**config.mk**
```make
export PLATFORM = sky130hd
export DESIGN_NAME = amo_rmw_unit
export DESIGN_NICKNAME = d
export VERILOG_FILES = /design/src/rtl/amo_pkg.sv /design/src/rtl/amo_decode.sv /design/src/rtl/amo_alu.sv /design/src/rtl/amo_rmw_unit.sv
export SDC_FILE = /design/constraint.sdc
export NUM_CORES = 1
export LEC_CHECK = 0
export BUFFER_PORTS_ARGS = -buffer_cell sky130_fd_sc_hd__clkbuf_2
export CAP_MARGIN = 20
export CORE_UTILIZATION = 45
export DETAILED_ROUTE_END_ITERATION = 10
export PLACE_DENSITY = 0.68
export SKIP_LAST_GASP = 1
export SLEW_MARGIN = 20
export SYNTH_ARGS = -nofsm -noshare
export SYNTH_HDL_FRONTEND = slang
export SYNTH_SLANG_ARGS = --single-unit
```
**constraint.sdc**
```tcl
create_clock -name clk -period 5.3 [get_ports clk]
set_clock_uncertainty 0.05 [all_clocks]
set_input_delay 1.06 -clock clk [delete_from_list [all_inputs] [get_ports clk]]
set_output_delay 1.06 -clock clk [all_outputs]
set_load 0.05 [all_outputs]
```
**src/rtl/amo_pkg.sv**
```systemverilog
package amo_pkg;

   typedef enum logic [2:0] {
      AMO_ADD,
      AMO_OR,
      AMO_AND,
      AMO_XOR,
      AMO_XCHG,
      AMO_CMPX
   } amo_op_e;

   typedef enum logic [2:0] {
      ST_IDLE,
      ST_ACQ,
      ST_RD,
      ST_WT,
      ST_CMP,
      ST_WR,
      ST_FIN
   } amo_state_e;

   typedef struct packed {
      amo_op_e op;
      logic    fetch;
      logic    dword;
      logic    bad;
   } amo_cmd_t;

   localparam logic [2:0] CLASS_STORE_REG = 3'b011;
   localparam logic [2:0] MODE_ATOMIC     = 3'b110;
   localparam logic [1:0] SIZE_4B         = 2'b00;
   localparam logic [1:0] SIZE_8B         = 2'b11;

endpackage

```
**src/rtl/amo_decode.sv**
```systemverilog
module amo_decode
   import amo_pkg::*;
#(
   parameter int IMMW = 32
) (
   input  logic [7:0]      opcode,
   input  logic [IMMW-1:0] imm,
   output amo_cmd_t        cmd
);

   logic form_ok;
   logic size_ok;
   logic imm_ok;

   generate
      if (IMMW < 8) begin : g_bad_immw
         $error("amo_decode: IMMW must be at least 8");
      end
   endgenerate

   assign form_ok = (opcode[2:0] == CLASS_STORE_REG) && (opcode[7:5] == MODE_ATOMIC);
   assign size_ok = (opcode[4:3] == SIZE_4B) || (opcode[4:3] == SIZE_8B);

   always_comb begin
      cmd.op    = AMO_ADD;
      cmd.fetch = 1'b0;
      imm_ok    = 1'b1;
      case (imm)
         IMMW'('h00), IMMW'('h01): begin cmd.op = AMO_ADD;  cmd.fetch = imm[0]; end
         IMMW'('h40), IMMW'('h41): begin cmd.op = AMO_OR;   cmd.fetch = imm[0]; end
         IMMW'('h50), IMMW'('h51): begin cmd.op = AMO_AND;  cmd.fetch = imm[0]; end
         IMMW'('ha0), IMMW'('ha1): begin cmd.op = AMO_XOR;  cmd.fetch = imm[0]; end
         IMMW'('he1):              begin cmd.op = AMO_XCHG; cmd.fetch = 1'b1;   end
         IMMW'('hf1):              begin cmd.op = AMO_CMPX; cmd.fetch = 1'b1;   end
         default:                  imm_ok = 1'b0;
      endcase
      cmd.dword = (opcode[4:3] == SIZE_8B);
      cmd.bad   = !(form_ok && size_ok && imm_ok);
   end

endmodule

```
**src/rtl/amo_alu.sv**
```systemverilog
module amo_alu
   import amo_pkg::*;
#(
   parameter int XLEN = 64
) (
   input  amo_cmd_t        cmd,
   input  logic [XLEN-1:0] old_val,
   input  logic [XLEN-1:0] src_val,
   input  logic [XLEN-1:0] r0_val,
   output logic [XLEN-1:0] new_val,
   output logic [XLEN-1:0] old_ext,
   output logic            do_write
);

   localparam int HALF = XLEN / 2;

   logic [XLEN-1:0] a_op;
   logic [XLEN-1:0] b_op;
   logic [XLEN-1:0] c_op;
   logic [XLEN-1:0] raw;

   function automatic logic [XLEN-1:0] fit(input logic dw, input logic [XLEN-1:0] v);
      return dw ? v : {{HALF{1'b0}}, v[HALF-1:0]};
   endfunction

   assign a_op    = fit(cmd.dword, old_val);
   assign b_op    = fit(cmd.dword, src_val);
   assign c_op    = fit(cmd.dword, r0_val);
   assign old_ext = a_op;

   always_comb begin
      case (cmd.op)
         AMO_ADD:  raw = a_op + b_op;
         AMO_OR:   raw = a_op | b_op;
         AMO_AND:  raw = a_op & b_op;
         AMO_XOR:  raw = a_op ^ b_op;
         default:  raw = b_op;
      endcase
   end

   assign new_val  = fit(cmd.dword, raw);
   assign do_write = (cmd.op != AMO_CMPX) || (a_op == c_op);

endmodule

```
**src/rtl/amo_rmw_unit.sv**
```systemverilog
module amo_rmw_unit
   import amo_pkg::*;
#(
   parameter int XLEN   = 64,
   parameter int AW     = 32,
   parameter int RD_LAT = 1
) (
   input  logic            clk,
   input  logic            rst_n,
   input  logic            start,
   input  logic [7:0]      opcode,
   input  logic [31:0]     imm,
   input  logic [AW-1:0]   addr,
   input  logic [XLEN-1:0] src_val,
   input  logic [XLEN-1:0] r0_val,
   output logic            busy,
   output logic            done,
   output logic            illegal,
   output logic            wb_src_en,
   output logic [XLEN-1:0] wb_src_data,
   output logic            wb_r0_en,
   output logic [XLEN-1:0] wb_r0_data,
   output logic            mem_lock,
   output logic            mem_rd,
   output logic            mem_wr,
   output logic            mem_dword,
   output logic [AW-1:0]   mem_addr,
   output logic [XLEN-1:0] mem_wdata,
   input  logic [XLEN-1:0] mem_rdata
);

   generate
      if (XLEN < 16 || (XLEN % 2) != 0) begin : g_bad_xlen
         $error("amo_rmw_unit: XLEN must be even and at least 16");
      end
      if (RD_LAT < 1 || RD_LAT > 8) begin : g_bad_lat
         $error("amo_rmw_unit: RD_LAT must lie in 1..8");
      end
      if (AW < 1) begin : g_bad_aw
         $error("amo_rmw_unit: AW must be positive");
      end
   endgenerate

   amo_state_e      state;
   amo_cmd_t        cmd_in;
   amo_cmd_t        cmd_q;
   logic [AW-1:0]   addr_q;
   logic [XLEN-1:0] src_q;
   logic [XLEN-1:0] r0_q;
   logic [XLEN-1:0] old_q;
   logic [XLEN-1:0] new_q;
   logic [XLEN-1:0] alu_new;
   logic [XLEN-1:0] old_ext;
   logic            alu_wr;
   logic            ill_q;
   logic            rd_last;

   amo_decode #(.IMMW(32)) u_dec (
      .opcode (opcode),
      .imm    (imm),
      .cmd    (cmd_in)
   );

   amo_alu #(.XLEN(XLEN)) u_alu (
      .cmd      (cmd_q),
      .old_val  (old_q),
      .src_val  (src_q),
      .r0_val   (r0_q),
      .new_val  (alu_new),
      .old_ext  (old_ext),
      .do_write (alu_wr)
   );

   // read-latency wait: single cycle needs no counter
   generate
      if (RD_LAT == 1) begin : g_lat_one
         assign rd_last = 1'b1;
      end else begin : g_lat_cnt
         localparam int CW = $clog2(RD_LAT);
         logic [CW-1:0] cnt;
         always_ff @(posedge clk or negedge rst_n) begin
            if (!rst_n)               cnt <= '0;
            else if (state == ST_WT)  cnt <= cnt + 1'b1;
            else                      cnt <= '0;
         end
         assign rd_last = (cnt == CW'(RD_LAT - 1));
      end
   endgenerate

   always_ff @(posedge clk or negedge rst_n) begin
      if (!rst_n) begin
         state  <= ST_IDLE;
         cmd_q  <= '0;
         addr_q <= '0;
         src_q  <= '0;
         r0_q   <= '0;
         old_q  <= '0;
         new_q  <= '0;
         ill_q  <= 1'b0;
      end else begin
         case (state)
            ST_IDLE: if (start) begin
               cmd_q  <= cmd_in;
               addr_q <= addr;
               src_q  <= src_val;
               r0_q   <= r0_val;
               ill_q  <= cmd_in.bad;
               state  <= cmd_in.bad ? ST_FIN : ST_ACQ;
            end
            ST_ACQ:  state <= ST_RD;
            ST_RD:   state <= ST_WT;
            ST_WT:   if (rd_last) begin
               old_q <= mem_rdata;
               state <= ST_CMP;
            end
            ST_CMP: begin
               new_q <= alu_new;
               state <= alu_wr ? ST_WR : ST_FIN;
            end
            ST_WR:   state <= ST_FIN;
            ST_FIN:  state <= ST_IDLE;
            default: state <= ST_IDLE;
         endcase
      end
   end

   assign busy        = (state != ST_IDLE);
   assign done        = (state == ST_FIN);
   assign illegal     = done && ill_q;
   assign mem_lock    = (state == ST_ACQ) || (state == ST_RD) || (state == ST_WT)
                     || (state == ST_CMP) || (state == ST_WR);
   assign mem_rd      = (state == ST_RD);
   assign mem_wr      = (state == ST_WR);
   assign mem_addr    = addr_q;
   assign mem_wdata   = new_q;
   assign mem_dword   = cmd_q.dword;
   assign wb_src_en   = done && !ill_q && cmd_q.fetch && (cmd_q.op != AMO_CMPX);
   assign wb_r0_en    = done && !ill_q && (cmd_q.op == AMO_CMPX);
   assign wb_src_data = old_ext;
   assign wb_r0_data  = old_ext;

   // ---------------- assertions ----------------
   logic rd_seen_q;
   always_ff @(posedge clk or negedge rst_n) begin
      if (!rst_n)           rd_seen_q <= 1'b0;
      else if (mem_rd)      rd_seen_q <= 1'b1;
      else if (done)        rd_seen_q <= 1'b0;
   end

   p_access_locked_r8: assert property (@(posedge clk) disable iff (!rst_n)
      (mem_rd || mem_wr) |-> mem_lock);
   p_write_after_read_r8: assert property (@(posedge clk) disable iff (!rst_n)
      mem_wr |-> rd_seen_q);
   p_done_pulse_r8: assert property (@(posedge clk) disable iff (!rst_n)
      done |=> (!done && !mem_lock));
   p_illegal_quiet_r1: assert property (@(posedge clk) disable iff (!rst_n)
      illegal |-> (done && !wb_src_en && !wb_r0_en && !rd_seen_q));
   p_busy_hold_r9: assert property (@(posedge clk) disable iff (!rst_n)
      (busy && !done) |=> busy);
   p_addr_stable_r9: assert property (@(posedge clk) disable iff (!rst_n)
      (busy && $past(busy)) |-> $stable(mem_addr));
   p_one_target_r6: assert property (@(posedge clk) disable iff (!rst_n)
      $countones({wb_src_en, wb_r0_en}) <= 1);

endmodule

```
Word level (Yosys, flattened, before mapping) --
Index checks and enable logic that the tools add are counted.
Storage, ports and cells: flip-flop bits (word level) 297, latch bits 0, bits in writable memories 0, bits in read-only memories 0, word-level logic and storage cells 77, memories kept 0
Cells by class: $add $sub $neg 1, multiply operators 0, divide/modulo/power cells 0, order comparisons 0, equality and inequality tests 25, shifts and indexed selects 0, mux-type cells 11, bitwise logic cells 3, reductions and logical operators 27
Operator list (count):
- 2-to-1 mux 64 bit | 4
- one-hot mux 64 bit (4 select lines) | 1
- equality test 32 x 7 -> 1 bit, second input constant | 4
- equality test 32 x 8 -> 1 bit, second input constant | 4
- adder 64 bit | 1
- bitwise AND 64 bit | 1
- equality test 64 bit | 1
- OR 64 bit | 1
- XOR 64 bit | 1
- equality test 32 x 1 -> 1 bit, second input constant | 1
- zero test 32 bit | 1
- one-hot mux 4 bit (6 select lines) | 1
- one-hot mux 3 bit (6 select lines) | 1
- equality test 3 x 2 -> 1 bit, second input constant | 5
- equality test 3 bit, second input constant | 5
- OR reduction 10 bit | 1
- logical AND 1 bit | 8
- OR reduction 2 bit | 4
- equality test 3 x 1 -> 1 bit, second input constant | 2
- zero test 3 bit | 2
- logical OR 1 bit | 6
- 2-to-1 mux 3 bit | 2
- != test 3 bit, second input constant | 1
- nonzero test 3 bit | 1
- other kinds (7) | 8

Logic depth before layout (Yosys ltp) --
Gate-level depths: netlist of the first run.
word-level depth 7, mapped depth 20, mapped depth without buffers 14

Modules after synthesis --
From an unflattened synthesis of the first run, not the netlist that was laid out.
Unflattened totals: cells, all modules 2158, area, all modules 21297.9 um^2
Modules (own cells, without submodules):
- amo_rmw_unit | instances 1, cells each 716, area an instance 12164.2 um^2, sequential area each 7432.1 um^2
- amo_alu | instances 1, cells each 1410, area an instance 8921.1 um^2, sequential area each 0.0 um^2
- amo_decode | instances 1, cells each 32, area an instance 212.7 um^2, sequential area each 0.0 um^2

Least setup slack after synthesis of the first run --
No wires, ideal clock.
kind register to register, from reg cmd_q (netlist bit mem_dword), to reg new_q[62] (netlist: mem_wdata[62]), library setup time 136 ps, data arrival time 4196 ps, data required time 5114 ps, setup slack 918 ps, stages on the path, launching flop included 20, cells stage by stage dfrtp_1 > clkbuf_1 > buf_2 > buf_1 > clkbuf_1 > clkbuf_1 > clkbuf_1 > nand2_1 > inv_1 > ha_1 > a21o_1 > a21o_1 > a21oi_1 > and3_1 > o2111ai_1 > nand3_1 > a211oi_1 > o22a_1 > xnor2_1 > o21ai_0
Between the ends: cells in the longest elaborated chain, start to end 4
Ends and longest elaborated chain:
- start: declaration | RTL line amo_rmw_unit.sv:46 | amo_cmd_t cmd_q;
- start signal: assignment | RTL line amo_rmw_unit.sv:103 | cmd_q <= cmd_in;
- 2-to-1 mux 64 bit | RTL line amo_alu.sv:23 | return dw ? v : {{HALF{1'b0}}, v[HALF-1:0]};
- net wb_r0_data[51] | RTL line amo_rmw_unit.sv:22 | output logic [XLEN-1:0] wb_r0_data,
- adder 64 bit | RTL line amo_alu.sv:33 | AMO_ADD: raw = a_op + b_op;
- one-hot mux 64 bit (4 select lines) | RTL line amo_alu.sv:32 | case (cmd.op)
- 2-to-1 mux 64 bit | RTL line amo_alu.sv:23
- end signal: assignment | RTL line amo_rmw_unit.sv:117 | new_q <= alu_new;
- end: declaration | RTL line amo_rmw_unit.sv:51 | logic [XLEN-1:0] new_q;
The timed path passes the listed nets, and every way through them passes these cells. A chain may end at the register's enable or synchronous reset.

Worst setup path after layout of the first run --
from reg old_q[0], to reg new_q[60] (netlist: mem_wdata[60])
Between the ends: cells in the longest elaborated chain, start to end 4
Ends and longest elaborated chain:
- start: declaration | RTL line amo_rmw_unit.sv:50 | logic [XLEN-1:0] old_q;
- start signal: assignment | RTL line amo_rmw_unit.sv:113 | old_q <= mem_rdata;
- 2-to-1 mux 64 bit | RTL line amo_alu.sv:23
- adder 64 bit | RTL line amo_alu.sv:33
- one-hot mux 64 bit (4 select lines) | RTL line amo_alu.sv:32
- 2-to-1 mux 64 bit | RTL line amo_alu.sv:23
No other way between the ends.

==> results of run 1 <==
==> final timing paths <==
check	cells after the start	slack (ns)	to	start
hold / removal	2	0.43	mem_addr[11]	mem_addr[11]
setup / recovery	14	1.25	mem_wdata[60]	old_q[0]
setup reg to reg	14	1.25	mem_wdata[60]	old_q[0]
min in group asynchronous	1	0.51	old_q[41]	rst_n
max in group asynchronous	2	3.48	cmd_q[3]	rst_n
hold reg to reg	2	0.43	mem_addr[11]	mem_addr[11]
==> power breakdown <==
group | leakage (uW) | switching, uW | total (uW) | internal [uW]
clock network | 0.000612 | 1050 | 2630 | 1580
registers | 0.00368 | 1450 | 4780 | 3340
logic | 0.00756 | 7510 | 11000 | 3460
==> synthesized netlist by cell type (29+ instances only) <==
cell type	number	area share [%]
a21oi_1	129	3.2
inv_1	132	2.5
clkbuf_1	133	2.5
nor2_1	85	1.6
xnor2_1	65	2.8
buf_4	96	3.6
nand2_1	581	11
o21ai_0	164	4.1
a31oi_1	29	0.90
mux2i_1	50	2.5
dfrtp_1	297	37
a21o_1	29	1.1
xor2_1	65	2.8
ha_1	98	6.1
o221ai_1	35	1.5
nand3_1	35	0.87
mux2_2	73	4.1
==> layout make-up <==
type	instances	area, sq um
Multi-Input combinational cell	1738	10870
Fill cell	4203	20690
Clock inverter	16	177.7
Sequential cell	297	7438
Clock buffer	49	1074
Tap cell	592	740.7
Inverter	134	503.0
Timing Repair Buffer	522	2730
==> stage by stage <==
step | worst slack [ns] | area (sq um) | power (uW) | instances | util, %
6_report | 1.246 | 23530 | 18380 | 3348 | 53.21
5_1_grt | 1.064 | 23530 | 19550 | 3348 | 53.21
4_1_cts | 1.327 | 23530 | 18340 | 3348 | 53.21
3_5_place_dp | 1.361 | 22280 | 15630 | 3283 | 50.38
3_3_place_gp | 1.415 | 22280 | 15460 | 3283 | 50.38
2_1_floorplan | 0.9182 | 20160 | 13000 | 2432 | -
==> flip-flops by register name (all words and copies together), names as in the netlist <==
name / count
src_q: 64
state: 3
r0_q: 64
cmd_q: 4
old_q: 64
mem_wdata: 64
mem_dword: 1
mem_addr: 32
ill_q: 1
==> layer usage <==
metal	up-vias	share of wire (%)
met5	-	0.015
met4	2	2.7
met3	115	7.5
met2	818	45
met1	9152	45
li1	8784	-
==> worst max-delay path, stage by stage (launching register included) <==
cell,delay (ns)
dfrtp_1,0.56
ha_1,0.23
inv_1,0.06
fa_1,0.37
nand2b_1,0.20
a21o_1,0.21
a211oi_2,0.26
a31oi_2,0.22
o21a_4,0.29
o31ai_4,0.47
a41o_1,0.31
a2111oi_2,0.12
o31ai_2,0.29
xnor2_1,0.15
o21ai_1,0.07
==> kinds of logic (layout without fill, tap and decap cells) <==
| kind of cell | Yosys count | in the layout | synth area share, % |
|---|---|---|---|
| xor gates and xnor gates | 130 | 130 | 5.647 |
| and+or+nand+nor | 843 | 843 | 17.77 |
| DFF | 297 | 297 | 36.86 |
| muxes | 125 | 125 | 6.802 |
| AOI/OAI and AO/OA | 536 | 536 | 17.14 |
| buffers and inverters | 397 | 721 | 9.346 |
| adders and majority gates | 104 | 104 | 6.435 |
==> results.toml, run 1 <==
[grt]
grt_max_degree = 118
grt_util_met2_pct = 48.91
grtUsageTotal_pct = 31.48
grt-ovfl-total = 0
grt_pass1_vias = 18350
grt_antenna_before_repair = 1
grt_most_used_layer = "met2"
use_met1_pct = 45.06
grtUsageMet3_pct = 4.994
grt_pass1_wl_mm = 109.0

[drt]
via_per_inst = 5.636
drcViolationCount = 0
avgRoutedWirePerCell_um = 21.51
num_vias = 18870
drt-pass1-iter-count = 6
drt-total-wl_mm = 72.01
initialDrtViolationCount = 1665
ant_nets = 0

[place]
dpl.hpwl_mm = 53.45
portBuffers = 499
gp_congestion = 0.9573

[layout]
areaGrowthSynthToFinish_pct = 16.71
drive_gt1_share_pct = 24.89
mostFrequentLayoutCells = "nand2_1 (579), clkbuf_2 (498), dfrtp_1 (294)"
layout_commonest_cell = "nand2_1"
antenna_cells = 0
fin_nets = 3096

[sta]
drv_slew = 0
worst_pin_slew_ns = 1.033
hold_violations = 0
fin_crit_sh_pct = 76.50
grt_setup_unrepaired = "false"
fin_setup_tns_ns = 0
slew_headroom_pct = 30.89
clock.fmax_mhz = 246.6
period_needed_ns = 4.054
fin_hold_ws_ns = 0.4284
finalSetupViolations = 0

[clocking]
clock_latency_ns = 0.56
cts.sinks = 297
clkTransAtPathRegs_ns = 0.07
hold_buffers = 0
numCtsBuffers = 37
cts_buffer_depth = 3
cts_tree = "done"
post-cts-setup-buffers = 0
cts.repair.resized = 0
cts_root_buffer = "clkbuf_16"
h-tree-depth = 2

[logic_synthesis]
netlist_area_sq_um = 20160
ys_warn_count = 0
synth_nets = 2798
avgSynthCellArea_sq_um = 8.290
synthCells = 2432
ys_seq_area_share_pct = 36.86
synth-edff-count = 0
synthFlopType = "dfrtp_1"
synthDistinctLibCells = 86
synthArstFlopShare_pct = 100.0
ys_ff_latch = 297

[floorplan]
rows = 77
die_h_um = 213.7
ios = 500
core_area_sq_um = 44220
initial_core_util_pct = 45.59
fp.dieArea_sq_um = 45650
die_w_um = 213.7

[setup_path]
path_max_fanout = 6
worstPathRequired_ns = 5.65
start_kind = "register"
crit_arrival_ns = 4.41
cp-end-kind = "register"
critical_path_class = "register to register"

[hold_path]
min_path_type = "register to register"

[power_and_ir_drop]
leakage_uw = 0.01185
ir_drop_mv = 0.4698
power_density_nw_per_um2 = 780.9

[outcome]
status = "completed"

[run]
drv_cap = 0
Power figures use the tool's default switching activity.
==> run 2, diff against run 1 <==
Settings changed: PLACE_DENSITY 0.68 to 0.71.
Clock period 5.3 ns to 3.7 ns, I/O delays scaled along.
==> results.toml, run 2 (same netlist as run 1, synthesis figures left out) <==
[setup_path]
crit_family = "compound AO/OA/AOI/OAI gates"
rr_worst_depth = 14
rrSetupSlack_ns = 0.11
regToRegStartpoint = "src_q[0]"
critical_path_class = "register to register"
worstPathRequired_ns = 4.06
path_buf_inv = 1
r2r-end = "mem_wdata[60]"
start_kind = "register"
crit_chain = "ha_1 > inv_1 > fa_2 > nand2b_4 > a21o_1 > a211oi_4 > a31oi_4 > o21a_4 > o31ai_4 > a41o_1 > a2111oi_4 > o31ai_2 > xnor2_1 > o21ai_1"
cp_slowest_cell = "dfrtp_1"
path_max_fanout = 4
cpPeakStageDelay_ns = 0.37
crit_arrival_ns = 3.95
cp-end-kind = "register"

[grt]
grt_antenna_before_repair = 3
grt_pass1_vias = 18650
grt_max_degree = 85
grt_pass1_wl_mm = 111.7
grtUsageTotal_pct = 32.44
grt-ovfl-total = 0

[sta]
slew_headroom_pct = 32.15
period_needed_ns = 3.590
drv_slew = 0
finalSetupViolations = 0
worst_pin_slew_ns = 1.018
clock.fmax_mhz = 278.6
fin_crit_sh_pct = 97.02
grt_setup_unrepaired = "true"
layout_setup_ws_ns = 0.1103
hold_violations = 0

[clocking]
clock_latency_ns = 0.56
hold_buffers = 0
cts.sinks = 297
clkTransAtPathRegs_ns = 0.06
numCtsBuffers = 37
cts_tree = "done"
h-tree-depth = 2
cts_root_buffer = "clkbuf_16"
cts_buffer_depth = 3

[place]
dpl.hpwl_mm = 56.47
dp.cells = 3353
portBuffers = 499
place_area_sq_um = 22900
pre_cts_ws_ns = 0.06110
gp_congestion = 0.9595

[floorplan]
rows = 77
initial_core_util_pct = 45.59
die_h_um = 213.7
die_w_um = 213.7
fp.dieArea_sq_um = 45650
core_area_sq_um = 44220
ios = 500

[drt]
drt-pass1-iter-count = 8
initialDrtViolationCount = 1918
avgRoutedWirePerCell_um = 21.82
num_vias = 19370
drcViolationCount = 0
via_per_inst = 5.662
ant_nets = 0
drt-total-wl_mm = 74.64

[layout]
layout_commonest_cell = "nand2_1"
fin_nets = 3167
final_util_pct = 54.85
post_layout_nonfiller_instances = 3421
drive_gt1_share_pct = 27.44
areaGrowthSynthToFinish_pct = 20.31
final_cell_area_sq_um = 24260
mostFrequentLayoutCells = "nand2_1 (577), clkbuf_2 (498), dfrtp_1 (291)"
fillers = 4086

[power_and_ir_drop]
finalPower_uw = 27250
leakage_uw = 0.01218
power_density_nw_per_um2 = 1124
ir_drop_mv = 0.6407

[outcome]
status = "completed"

[run]
drv_cap = 0

[hold_path]
min_path_type = "input port to async pin"
run 2: what timing repair did:
item / 4_1_cts / 5_1_grt
resized for setup: 0 / 17
buffers inserted: 0 / 1
endpoints found under the setup margin: 0 / 16
run 2: per-stage QoR:
step | setup TNS, ns | hold slack, ns
floorplan | 0 | 0.3886
global placement | 0 | 0.4035
detailed placement | 0 | 0.4128
CTS | 0 | 0.1929
global route | -0.007772 | 0.2068
finish | 0 | 0.1700
run 2: area by class of cell:
class / count / area [sq um] / area share (%)
clock inverters: 17 / 231.5 / 0.9543
well taps: 592 / 740.7 / 3.054
diodes: 1 / 2.502 / 0.01032
flip-flops and latches: 297 / 7442 / 30.68
inverters: 134 / 518.0 / 2.136
clock buffers: 49 / 1044 / 4.302
repair buffers: 593 / 3301 / 13.61
multi-input cells: 1738 / 10980 / 45.25
run 2: how the worst max path moves through the flow:
stage	depth (start not counted)	end	startpoint	slack (ns)
after floorplan	20	mem_wdata[63]	mem_dword	0.002
after global placement	13	mem_wdata[54]	old_q[26]	0.13
after detailed placement	13	mem_wdata[54]	old_q[26]	0.06
after CTS	13	mem_wdata[54]	old_q[26]	0.03
after global routing	13	mem_wdata[54]	old_q[27]	-0.008
final	14	mem_wdata[60]	src_q[0]	0.11
run 2: metal layers:
metal	share of wire, %	global-route usage (%)
met4	3.0	10.47
met1	44	45.71
met3	7.6	5.111
met2	45	50.86
met5	0	0
run 2: report_power, final:
part | switching, uW | internal [uW] | total [uW]
Sequential | 1640 | 4790 | 6430
Combinational | 11500 | 5450 | 17000
Clock | 1510 | 2340 | 3850
